$ cat config.mk
export PLATFORM = sky130hd
export DESIGN_NAME = wpt_ramp_seq
export DESIGN_NICKNAME = d
export VERILOG_FILES = /design/src/rtl/wpt_ramp_pkg.sv /design/src/rtl/wpt_rst_sync.sv /design/src/rtl/wpt_step_timer.sv /design/src/rtl/wpt_tgt_clamp.sv /design/src/rtl/wpt_ramp_core.sv /design/src/rtl/wpt_ramp_seq.sv
export SDC_FILE = /design/constraint.sdc
export NUM_CORES = 1
export LEC_CHECK = 0
export CAP_MARGIN = 0
export CORE_MARGIN = 1
export CORE_UTILIZATION = 33
export CTS_CLUSTER_DIAMETER = 100
export DETAILED_ROUTE_END_ITERATION = 8
export GPL_ROUTABILITY_DRIVEN = 0
export HOLD_SLACK_MARGIN = 0.08
export SYNTH_ARGS = -nofsm -noshare
export SYNTH_HDL_FRONTEND = slang
export SYNTH_SLANG_ARGS = --single-unit
$ cat constraint.sdc
create_clock -name clk -period 4.55 [get_ports clk]
set_clock_uncertainty 0.15 [all_clocks]
set_input_delay 1.365 -clock clk [delete_from_list [all_inputs] [get_ports clk]]
set_output_delay 1.365 -clock clk [all_outputs]
set_load 0.02 [all_outputs]
$ cat src/rtl/wpt_ramp_pkg.sv
package wpt_ramp_pkg;

  // Position inside a voltage/frequency pair of moves.
  typedef enum logic [1:0] {
    PH_PAIRED = 2'd0,   // both indices on the same rung
    PH_UP_LAG = 2'd1,   // voltage already one rung above, frequency pending
    PH_DN_LAG = 2'd2    // frequency already one rung below, voltage pending
  } ramp_phase_e;

endpackage

$ cat src/rtl/wpt_rst_sync.sv
module wpt_rst_sync #(
  parameter int STAGES = 2
) (
  input  logic clk,
  input  logic arst_n,
  output logic rst_n_o
);

  logic [STAGES-1:0] chain_q;

  generate
    for (genvar g = 0; g < STAGES; g++) begin : g_stage
      if (g == 0) begin : g_first
        always_ff @(posedge clk or negedge arst_n) begin
          if (!arst_n) chain_q[g] <= 1'b0;
          else         chain_q[g] <= 1'b1;
        end
      end else begin : g_next
        always_ff @(posedge clk or negedge arst_n) begin
          if (!arst_n) chain_q[g] <= 1'b0;
          else         chain_q[g] <= chain_q[g-1];
        end
      end
    end
  endgenerate

  assign rst_n_o = chain_q[STAGES-1];

endmodule

$ cat src/rtl/wpt_step_timer.sv
module wpt_step_timer #(
  parameter int STEP_CYCLES = 172
) (
  input  logic clk,
  input  logic rst_n,
  output logic tick_o
);

  localparam int CNT_W = (STEP_CYCLES > 1) ? $clog2(STEP_CYCLES) : 1;
  localparam logic [CNT_W-1:0] LAST = CNT_W'(STEP_CYCLES - 1);

  logic [CNT_W-1:0] cnt_q, cnt_d;
  logic             wrap;

  assign wrap = (cnt_q == LAST);

  always_comb begin
    cnt_d = wrap ? '0 : cnt_q + CNT_W'(1);
  end

  always_ff @(posedge clk or negedge rst_n) begin
    if (!rst_n) cnt_q <= '0;
    else        cnt_q <= cnt_d;
  end

  assign tick_o = wrap;

  // the interval counter never leaves its range
  p_cnt_range_r4: assert property (@(posedge clk) disable iff (!rst_n)
    cnt_q <= LAST);

endmodule

$ cat src/rtl/wpt_tgt_clamp.sv
module wpt_tgt_clamp #(
  parameter int IDX_W   = 9,
  parameter int MAX_IDX = 319
) (
  input  logic [IDX_W-1:0] tgt_i,
  output logic [IDX_W-1:0] tgt_o
);

  localparam logic [IDX_W-1:0] CEIL = IDX_W'(MAX_IDX);

  always_comb begin
    tgt_o = (tgt_i > CEIL) ? CEIL : tgt_i;
  end

endmodule

$ cat src/rtl/wpt_ramp_core.sv
module wpt_ramp_core
  import wpt_ramp_pkg::*;
#(
  parameter int IDX_W   = 9,
  parameter int MAX_IDX = 319
) (
  input  logic             clk,
  input  logic             rst_n,
  input  logic             tick_i,
  input  logic [IDX_W-1:0] tgt_i,
  output logic [IDX_W-1:0] v_o,
  output logic [IDX_W-1:0] f_o,
  output logic             busy_o
);

  localparam logic [IDX_W-1:0] ONE = IDX_W'(1);

  logic [IDX_W-1:0] v_q, v_d, f_q, f_d;
  ramp_phase_e      ph_q, ph_d;

  // Next-state: a pair always starts from PH_PAIRED and returns there
  always_comb begin
    v_d  = v_q;
    f_d  = f_q;
    ph_d = ph_q;
    unique case (ph_q)
      PH_PAIRED: begin
        if (tgt_i > v_q) begin
          v_d  = v_q + ONE;
          ph_d = PH_UP_LAG;
        end else if (tgt_i < f_q) begin
          f_d  = f_q - ONE;
          ph_d = PH_DN_LAG;
        end
      end
      PH_UP_LAG: begin
        f_d  = f_q + ONE;
        ph_d = PH_PAIRED;
      end
      PH_DN_LAG: begin
        v_d  = v_q - ONE;
        ph_d = PH_PAIRED;
      end
      default: ph_d = PH_PAIRED;
    endcase
  end

  // Registers, enabled by the step tick
  always_ff @(posedge clk or negedge rst_n) begin
    if (!rst_n) begin
      v_q  <= '0;
      f_q  <= '0;
      ph_q <= PH_PAIRED;
    end else if (tick_i) begin
      v_q  <= v_d;
      f_q  <= f_d;
      ph_q <= ph_d;
    end
  end

  assign v_o    = v_q;
  assign f_o    = f_q;
  assign busy_o = (v_q != tgt_i) || (f_q != tgt_i);

  // frequency never above voltage
  p_fv_order_r3: assert property (@(posedge clk) disable iff (!rst_n)
    f_q <= v_q);

  // codes stay on the ladder
  p_ceiling_r2: assert property (@(posedge clk) disable iff (!rst_n)
    v_q <= IDX_W'(MAX_IDX));

  // nothing moves without a tick
  p_tick_gate_r4: assert property (@(posedge clk) disable iff (!rst_n)
    !tick_i |=> ($stable(v_q) && $stable(f_q)));

  // at most one index moves per edge
  p_single_move_r4: assert property (@(posedge clk) disable iff (!rst_n)
    $countones({v_q != $past(v_q), f_q != $past(f_q)}) <= 1);

  // frequency rises only onto an already raised voltage
  p_up_volt_first_r5: assert property (@(posedge clk) disable iff (!rst_n)
    (f_q > $past(f_q)) |-> ((f_q == v_q) && $stable(v_q)));

  // voltage falls only onto an already lowered frequency
  p_dn_freq_first_r6: assert property (@(posedge clk) disable iff (!rst_n)
    (v_q < $past(v_q)) |-> ((v_q == f_q) && $stable(f_q)));

  // settled with a steady target means no motion
  p_settled_hold_r9: assert property (@(posedge clk) disable iff (!rst_n)
    (!busy_o && $stable(tgt_i)) |=> ($stable(v_q) && $stable(f_q)));

endmodule

$ cat src/rtl/wpt_ramp_seq.sv
module wpt_ramp_seq #(
  parameter int NUM_POINTS  = 320,
  parameter int STEP_CYCLES = 172,
  parameter int IDX_W       = $clog2(NUM_POINTS)
) (
  input  logic             clk,
  input  logic             rst_n,
  input  logic [IDX_W-1:0] tgt_idx_i,
  output logic [IDX_W-1:0] v_code_o,
  output logic [IDX_W-1:0] f_code_o,
  output logic             busy_o
);

  localparam int MAX_IDX = NUM_POINTS - 1;

  logic             rst_int_n;
  logic             step_tick;
  logic [IDX_W-1:0] tgt_clamped;

  wpt_rst_sync #(.STAGES(2)) u_rst_sync (
    .clk     (clk),
    .arst_n  (rst_n),
    .rst_n_o (rst_int_n)
  );

  wpt_step_timer #(.STEP_CYCLES(STEP_CYCLES)) u_timer (
    .clk    (clk),
    .rst_n  (rst_int_n),
    .tick_o (step_tick)
  );

  wpt_tgt_clamp #(.IDX_W(IDX_W), .MAX_IDX(MAX_IDX)) u_clamp (
    .tgt_i (tgt_idx_i),
    .tgt_o (tgt_clamped)
  );

  wpt_ramp_core #(.IDX_W(IDX_W), .MAX_IDX(MAX_IDX)) u_core (
    .clk    (clk),
    .rst_n  (rst_int_n),
    .tick_i (step_tick),
    .tgt_i  (tgt_clamped),
    .v_o    (v_code_o),
    .f_o    (f_code_o),
    .busy_o (busy_o)
  );

endmodule

==> results.txt, run 1 <==
Status: complete, but fails checks
Failing checks: setup timing
DIE AREA: 0.00737 mm²
Gr usage total: 14.5%
Worst-path clk slew: 0.06 ns
Max Cap Viol: 0
Area Growth Syn to Fin: 34.1%
Total CTS buffers: 5
Final setup fails: 1
Die W: 85.9 µm
Antenna fix cells: 0
Congestion Overflow GR: 0
Ys Warns: 0
Vias in the first global route: 1844
Register area: 751 µm²
Synth unique cells: 40
Post-synth EDFFs: 0
1st-pass router iterations: 4
Dpl hpwl: 3.83 mm
Post-Syn Area: 0.00232 mm²
First-pass GRT wire length: 8.44 mm
Cell Chain, Critical Path: buf_6 > o21ai_2 > buf_6 > nand2b_4 > ha_4 > and4_4 > nand3_4 > or4_4 > buf_6
Root Driver: clkbuf_8
Vias per cell: 4.68
Worst path arrival time: 3.11 ns
Syn nets: 285
Design Power: 0.000547 W
Clock latency on the worst-skew pair: 0.28 ns
Core Region: 0.00679 mm²
Cell accounting for the most synthesized area: dfrtp_1
Final hold slack: 0.0923 ns
Fin Setup TNS: -0.0738 ns
Layout cells sized above 1: 19.8%
Max stage delay on crit path: 0.52 ns
H-tree levels: 2
Crit Path Class: in2out
Layer with the highest usage: met2
Met1 GRT Util: 18.8%
RSZ-0062 raised after global routing: true
Pwr Density: 176 mW/mm²
Max Slew Vio Count: 0
Hold Vio Cnt, Final: 0
Area contributors post-synth: dfrtp_1 (32%), ha_1 (18%), xnor2_1 (6.0%), nor2_1 (3.9%), inv_1 (3.4%)
Reg2Reg Setup Slack: 1.66 ns
CTS tree: done
Routed Antenna Nets: 0
Antenna violations before repair: 0
Post-Place Cells: 384
Synth top area share: 32.3%
Fillers: 650
Sequential-to-total area share from yosys stat: 32.3%
Yosys reg bits: 30
Critical Path Fanout Max: 6
Routed WL: 4.83 mm
Clk buf depth: 2
Crit-path slowest cell: or4_4
IO Port Bufs: 29
Leakage: 1.42 nW
I/O pin count: 30
Die Ht: 85.9 µm
Clk sink count: 30
Min-Delay Path Class: reg2async
Nature of the critical path endpoint: output pin
Ys flop type: dfrtp_1
Max Freq: 216 MHz
Post-Layout Cell Count: 394
Fin worst setup slack: -0.0738 ns
Tmin final: 4.62 ns
GR Util met3: 2.69%
DRT iter0 DRCs: 54
Commonest cells in the netlist: ha_1 (33), dfrtp_1 (30), nor2_1 (24), inv_1 (21), xnor2_1 (16)
Async set-or-reset flop fraction in the synthesized netlist: 100%
Total number of vias: 1845
Relative max-transition margin: 47.6%
Post-Syn Instances: 239
Final Cycle Share: 102%
DRC viols: 0
Layout Nets: 343
Required time at the worst-slack endpoint: 3.03 ns
Most frequent cell after synthesis: ha_1
Peak supply drop: 0.0000771 V
Row count: 30
Fin util: 45.8%
Syn_area_per_cell: 9.71 µm²
Initial core utilization: 34.2%
Wire length per cell: 12.3 µm
Tightest Pin Transition: 0.784 ns
Largest net degree at the start of global routing: 29
GR Layer Usage met2: 24.2%
CP Launch Type: input pin
Multi-input combinational cell area: 0.00160 mm²
Most common cell on crit path: buf_6
flip-flops by register name, summed over array words and instances, names as in the netlist:
name / cells
u_timer.cnt_q: 8
u_core.v_o: 9
u_rst_sync.chain_q: 1
u_core.ph_q: 2
u_rst_sync.rst_n_o: 1
u_core.f_o: 9
where the power goes:
part | switching (W) | internal (W) | leakage (nW)
clock network | 0.0000937 | 0.000122 | 0.0482
logic | 0.0000292 | 0.0000343 | 1.02
registers | 0.000000379 | 0.000268 | 0.347
critical path, delay by kind of cell:
kind            cells  cell delay [ns]
fa+ha+maj           1             0.26
compound gates      1             0.14
simple gates        4             0.91
buf+inv             3             0.42
routing by layer:
metal | vias up | share of wire, %
met1 | 847 | 48
met3 | 6 | 2.8
li1 | 969 | -
met2 | 23 | 47
met5 | - | 0
met4 | 0 | 1.7
path summary, 6_finish.rpt:
| kind | start | end | cells past startpoint |
|---|---|---|---|
| worst min-delay path | u_rst_sync.rst_n_o | u_core.f_o[5] | 1 |
| worst max register to register | u_core.ph_q[1] | u_core.v_o[7] | 8 |
| worst min register to register | u_rst_sync.rst_n_o | u_core.f_o[5] | 1 |
| min in group clk | u_rst_sync.chain_q[0] | u_rst_sync.rst_n_o | 0 |
| max in group asynchronous | rst_n | u_rst_sync.rst_n_o | 1 |
| worst max-delay path | tgt_idx_i[7] | busy_o | 9 |
kinds of logic after synthesis:
logic type | share of synthesized area, %
AND/OR/NAND/NOR | 16.2
AO/OA/AOI/OAI | 13.5
adder cells (fa/ha/maj) | 19.5
flip-flops | 32.3
buffers and inverters | 3.99
XOR/XNOR | 8.68
multiplexers | 5.61
other | 0.162
cell type report:
| class | count | share of cell area [%] |
|---|---|---|
| clock buffer | 7 | 2.77 |
| clock inverter | 1 | 0.161 |
| inverter | 21 | 2.53 |
| multi-input combinational | 185 | 51.3 |
| sequential | 30 | 24.1 |
| tap | 96 | 3.86 |
| timing repair buffer | 54 | 15.2 |
metrics by stage:
stage | setup WS [ns] | area [µm²]
6_report | -0.0738 | 3110
5_1_grt | -0.104 | 3110
4_1_cts | -0.0564 | 3110
3_5_place_dp | -0.861 | 2890
3_3_place_gp | -0.824 | 2890
2_1_floorplan | 0.0141 | 2320
layout by cell type, fill, tap and decap left out, types with 2 or more instances in the layout:
cell / instances
a21oi_1: 8
nand4_1: 3
nor3_1: 5
xnor2_1: 16
o21bai_1: 3
mux2i_1: 7
dfrtp_1: 30
clkbuf_8: 6
ha_1: 28
buf_6: 4
nand2_1: 10
nand2b_4: 5
a211oi_1: 3
o211ai_1: 2
mux2_4: 4
a21o_1: 4
nand3_1: 10
o21ai_0: 5
ha_4: 5
xor2_1: 7
clkdlybuf4s50_1: 20
and4_4: 2
buf_4: 24
nand2b_1: 3
a211oi_2: 2
o41ai_1: 3
inv_1: 21
nor2b_1: 5
fa_1: 2
dlygate4sd2_1: 5
o21ai_1: 4
nor2_1: 24
repair_timing:
action / in CTS / in global routing
pin swaps: 9 / 3
setup buffers: 2 / 0
resized for setup: 38 / 1
endpoints found under the setup margin: 1 / 1
gates cloned: 0 / 0
hold buffers: 0 / 0
Power figures use the tool's default switching activity.
==> run 2: changes to the inputs <==
Settings changed: CORE_MARGIN 1 to 2, CTS_BUF_LIST set to sky130_fd_sc_hd__clkbuf_8.
==> run 2 against run 1 <==
Compared with the run above:
- the run still ends with setup timing left
- sequential power hardly changed
- routed wire length up 4.6%
- maximum frequency is 0.55% higher
- final cell count shrank 0.76%
- first-iteration DRC count fell by 5.6%
- clock power up 22%
- design area barely moved
- critical path depth stayed put
- largest power group unchanged
==> results.txt, run 2 (synthesis gave the netlist of run 1 again) <==
Placed cell area: 0.00288 mm² (-0.52%)
Most frequent cells in the layout: dfrtp_1 (30), ha_1 (29), nor2_1 (24), inv_1 (21), buf_4 (21)
Largest net degree at the start of global routing: 29 (unchanged)
Max Slew Vio Count: 0 (unchanged)
RSZ-0062 raised after global routing: true
Worst-path clk slew: 0.06 ns (about the same)
Hold Vio Cnt, Final: 0 (unchanged)
Die Ht: 87.9 µm (+2.3%)
Antenna fix cells: 0 (unchanged)
Crit Path Class: in2out
Tightest Pin Transition: 0.755 ns (-0.0290 ns)
Register area: 751 µm² (unchanged)
Dpl hpwl: 3.98 mm (+4.0%)
Crit-path slowest cell: or4_4
Fin util: 45.8% (about the same)
CTS tree: done
Routed WL: 5.05 mm (+4.6%)
Die W: 87.9 µm (+2.3%)
Pwr Density: 191 mW/mm² (+8.6%)
Layout cells sized above 1: 19.0% (-0.82 points)
Critical Path Fanout Max: 6 (unchanged)
Most common cell on crit path: buf_8
Final Cycle Share: 101% (-0.55 points)
Most common cell after layout, fill and taps aside: dfrtp_1
Multi-input combinational cell area: 0.00159 mm² (-0.31%)
Gr usage total: 14.2% (-0.33 points)
DRT iter0 DRCs: 51 (-5.6%)
CP Launch Type: input pin
Clock latency on the worst-skew pair: 0.28 ns (about the same)
Congestion Overflow GR: 0 (unchanged)
DIE AREA: 0.00772 mm² (+4.7%)
Total number of vias: 1869 (+1.3%)
Peak supply drop: 0.0000957 V (+24%)
First-pass GRT wire length: 8.49 mm (+0.65%)
Vias per cell: 4.78 (+2.1%)
Fin worst setup slack: -0.0487 ns (+0.0251 ns)
Final setup fails: 1 (unchanged)
Antenna violations before repair: 0 (unchanged)
Nature of the critical path endpoint: output pin
Design Power: 0.000594 W (+8.5%)
Clk buf depth: 2 (unchanged)
Relative max-transition margin: 49.6% (+1.9 points)
Area Growth Syn to Fin: 34.0% (about the same)
Required time at the worst-slack endpoint: 3.03 ns (about the same)
Fillers: 679 (+4.5%)
Initial core utilization: 34.2% (unchanged)
Routed Antenna Nets: 0 (unchanged)
Core Region: 0.00679 mm² (unchanged)
DRC viols: 0 (unchanged)
Hold_buf cts: 0 (unchanged)
Max Freq: 217 MHz (+0.55%)
Tmin final: 4.60 ns (-0.0251 ns)
Final hold slack: 0.0977 ns (+0.00545 ns)
Min-Delay Path Class: reg2async
Failing checks: setup timing
Wire length per cell: 12.9 µm (+5.4%)
Total CTS buffers: 5 (unchanged)
Clk sink count: 30 (unchanged)
GR Layer Usage met2: 25.2% (+1.0 points)
Status: complete, but fails checks
Cell Chain, Critical Path: buf_8 > o21ai_4 > buf_8 > nand2b_4 > ha_4 > and4_4 > nand3_4 > or4_4 > buf_6
Final instance area: 0.00311 mm² (about the same)
Root Driver: clkbuf_8
Max stage delay on crit path: 0.52 ns (about the same)
GR Util met3: 2.83% (+0.13 points)
Layout Nets: 340 (-0.87%)
H-tree levels: 2 (unchanged)
I/O pin count: 30 (unchanged)
Leakage: 1.42 nW (about the same)
Worst path arrival time: 3.08 ns (-0.03 ns)
Row count: 30 (unchanged)
IO Port Bufs: 29 (unchanged)
1st-pass router iterations: 4 (unchanged)
Layer with the highest usage: met2
Vias in the first global route: 1919 (+4.1%)
Met1 GRT Util: 17.0% (-1.7 points)
Max Cap Viol: 0 (unchanged)
-- run 2: stage by stage --
stage | setup TNS, ns | setup slack, ns | cells
floorplan | 0 | 0.0141 | 239
global placement | -0.831 | -0.829 | 382
detailed placement | -1.25 | -0.872 | 382
CTS | -0.0857 | -0.0857 | 391
global route | -0.118 | -0.118 | 391
finish | -0.0487 | -0.0487 | 391
-- run 2: what timing repair did --
item,4_1_cts,5_1_grt
cloned,0,0
pin swaps,8,4
endpoints found under the setup margin,1,1
gates resized for setup,36,5
hold endpoints to repair,0,0
setup buffers,1,0
-- run 2: worst max-delay path, delay by kind of cell --
| family | cells | cell delay (ns) |
|---|---|---|
| buffers and inverters | 3 | 0.41 |
| and+or+nand+nor | 4 | 0.90 |
| adders and majority gates | 1 | 0.26 |
| AOI/OAI and AO/OA | 1 | 0.15 |
-- run 2: power breakdown --
part | switching [W] | internal [W]
Sequential | 0.000000366 | 0.000268
Clock | 0.000101 | 0.000161
Combinational | 0.0000294 | 0.0000347
-- run 2: area by class of cell --
type,instances,share of cell area (%)
multi-input cells,185,51.2
clock inverters,3,1.29
well taps,96,3.86
flip-flops and latches,30,24.1
inverters,21,2.53
repair buffers,51,14.8
clock buffers,5,2.21
-- run 2: path summary, 6_finish.rpt --
check	from	to	slack (ns)	cells past startpoint
worst max-delay path	tgt_idx_i[7]	busy_o	-0.05	9
worst min-delay path	u_rst_sync.rst_n_o	u_timer.cnt_q[0]	0.1	1
worst max register to register	u_core.ph_q[1]	u_core.v_o[7]	1.61	8
worst min register to register	u_rst_sync.rst_n_o	u_timer.cnt_q[0]	0.1	1
max in group asynchronous	rst_n	u_rst_sync.rst_n_o	3.05	1
min in group clk	u_rst_sync.chain_q[0]	u_rst_sync.rst_n_o	0.20	0
-- run 2: metal layers --
metal	vias to the layer above	part of all wire, %
met2	24	49
met4	0	1.4
met3	5	3.2
met1	886	46
met5	-	0
li1	954	-
==> run 3: changes to the inputs <==
Settings changed: SLEW_MARGIN set to 20.
==> results of run 3 <==
Final layout, timing and power as in run 2 (identical DEF).
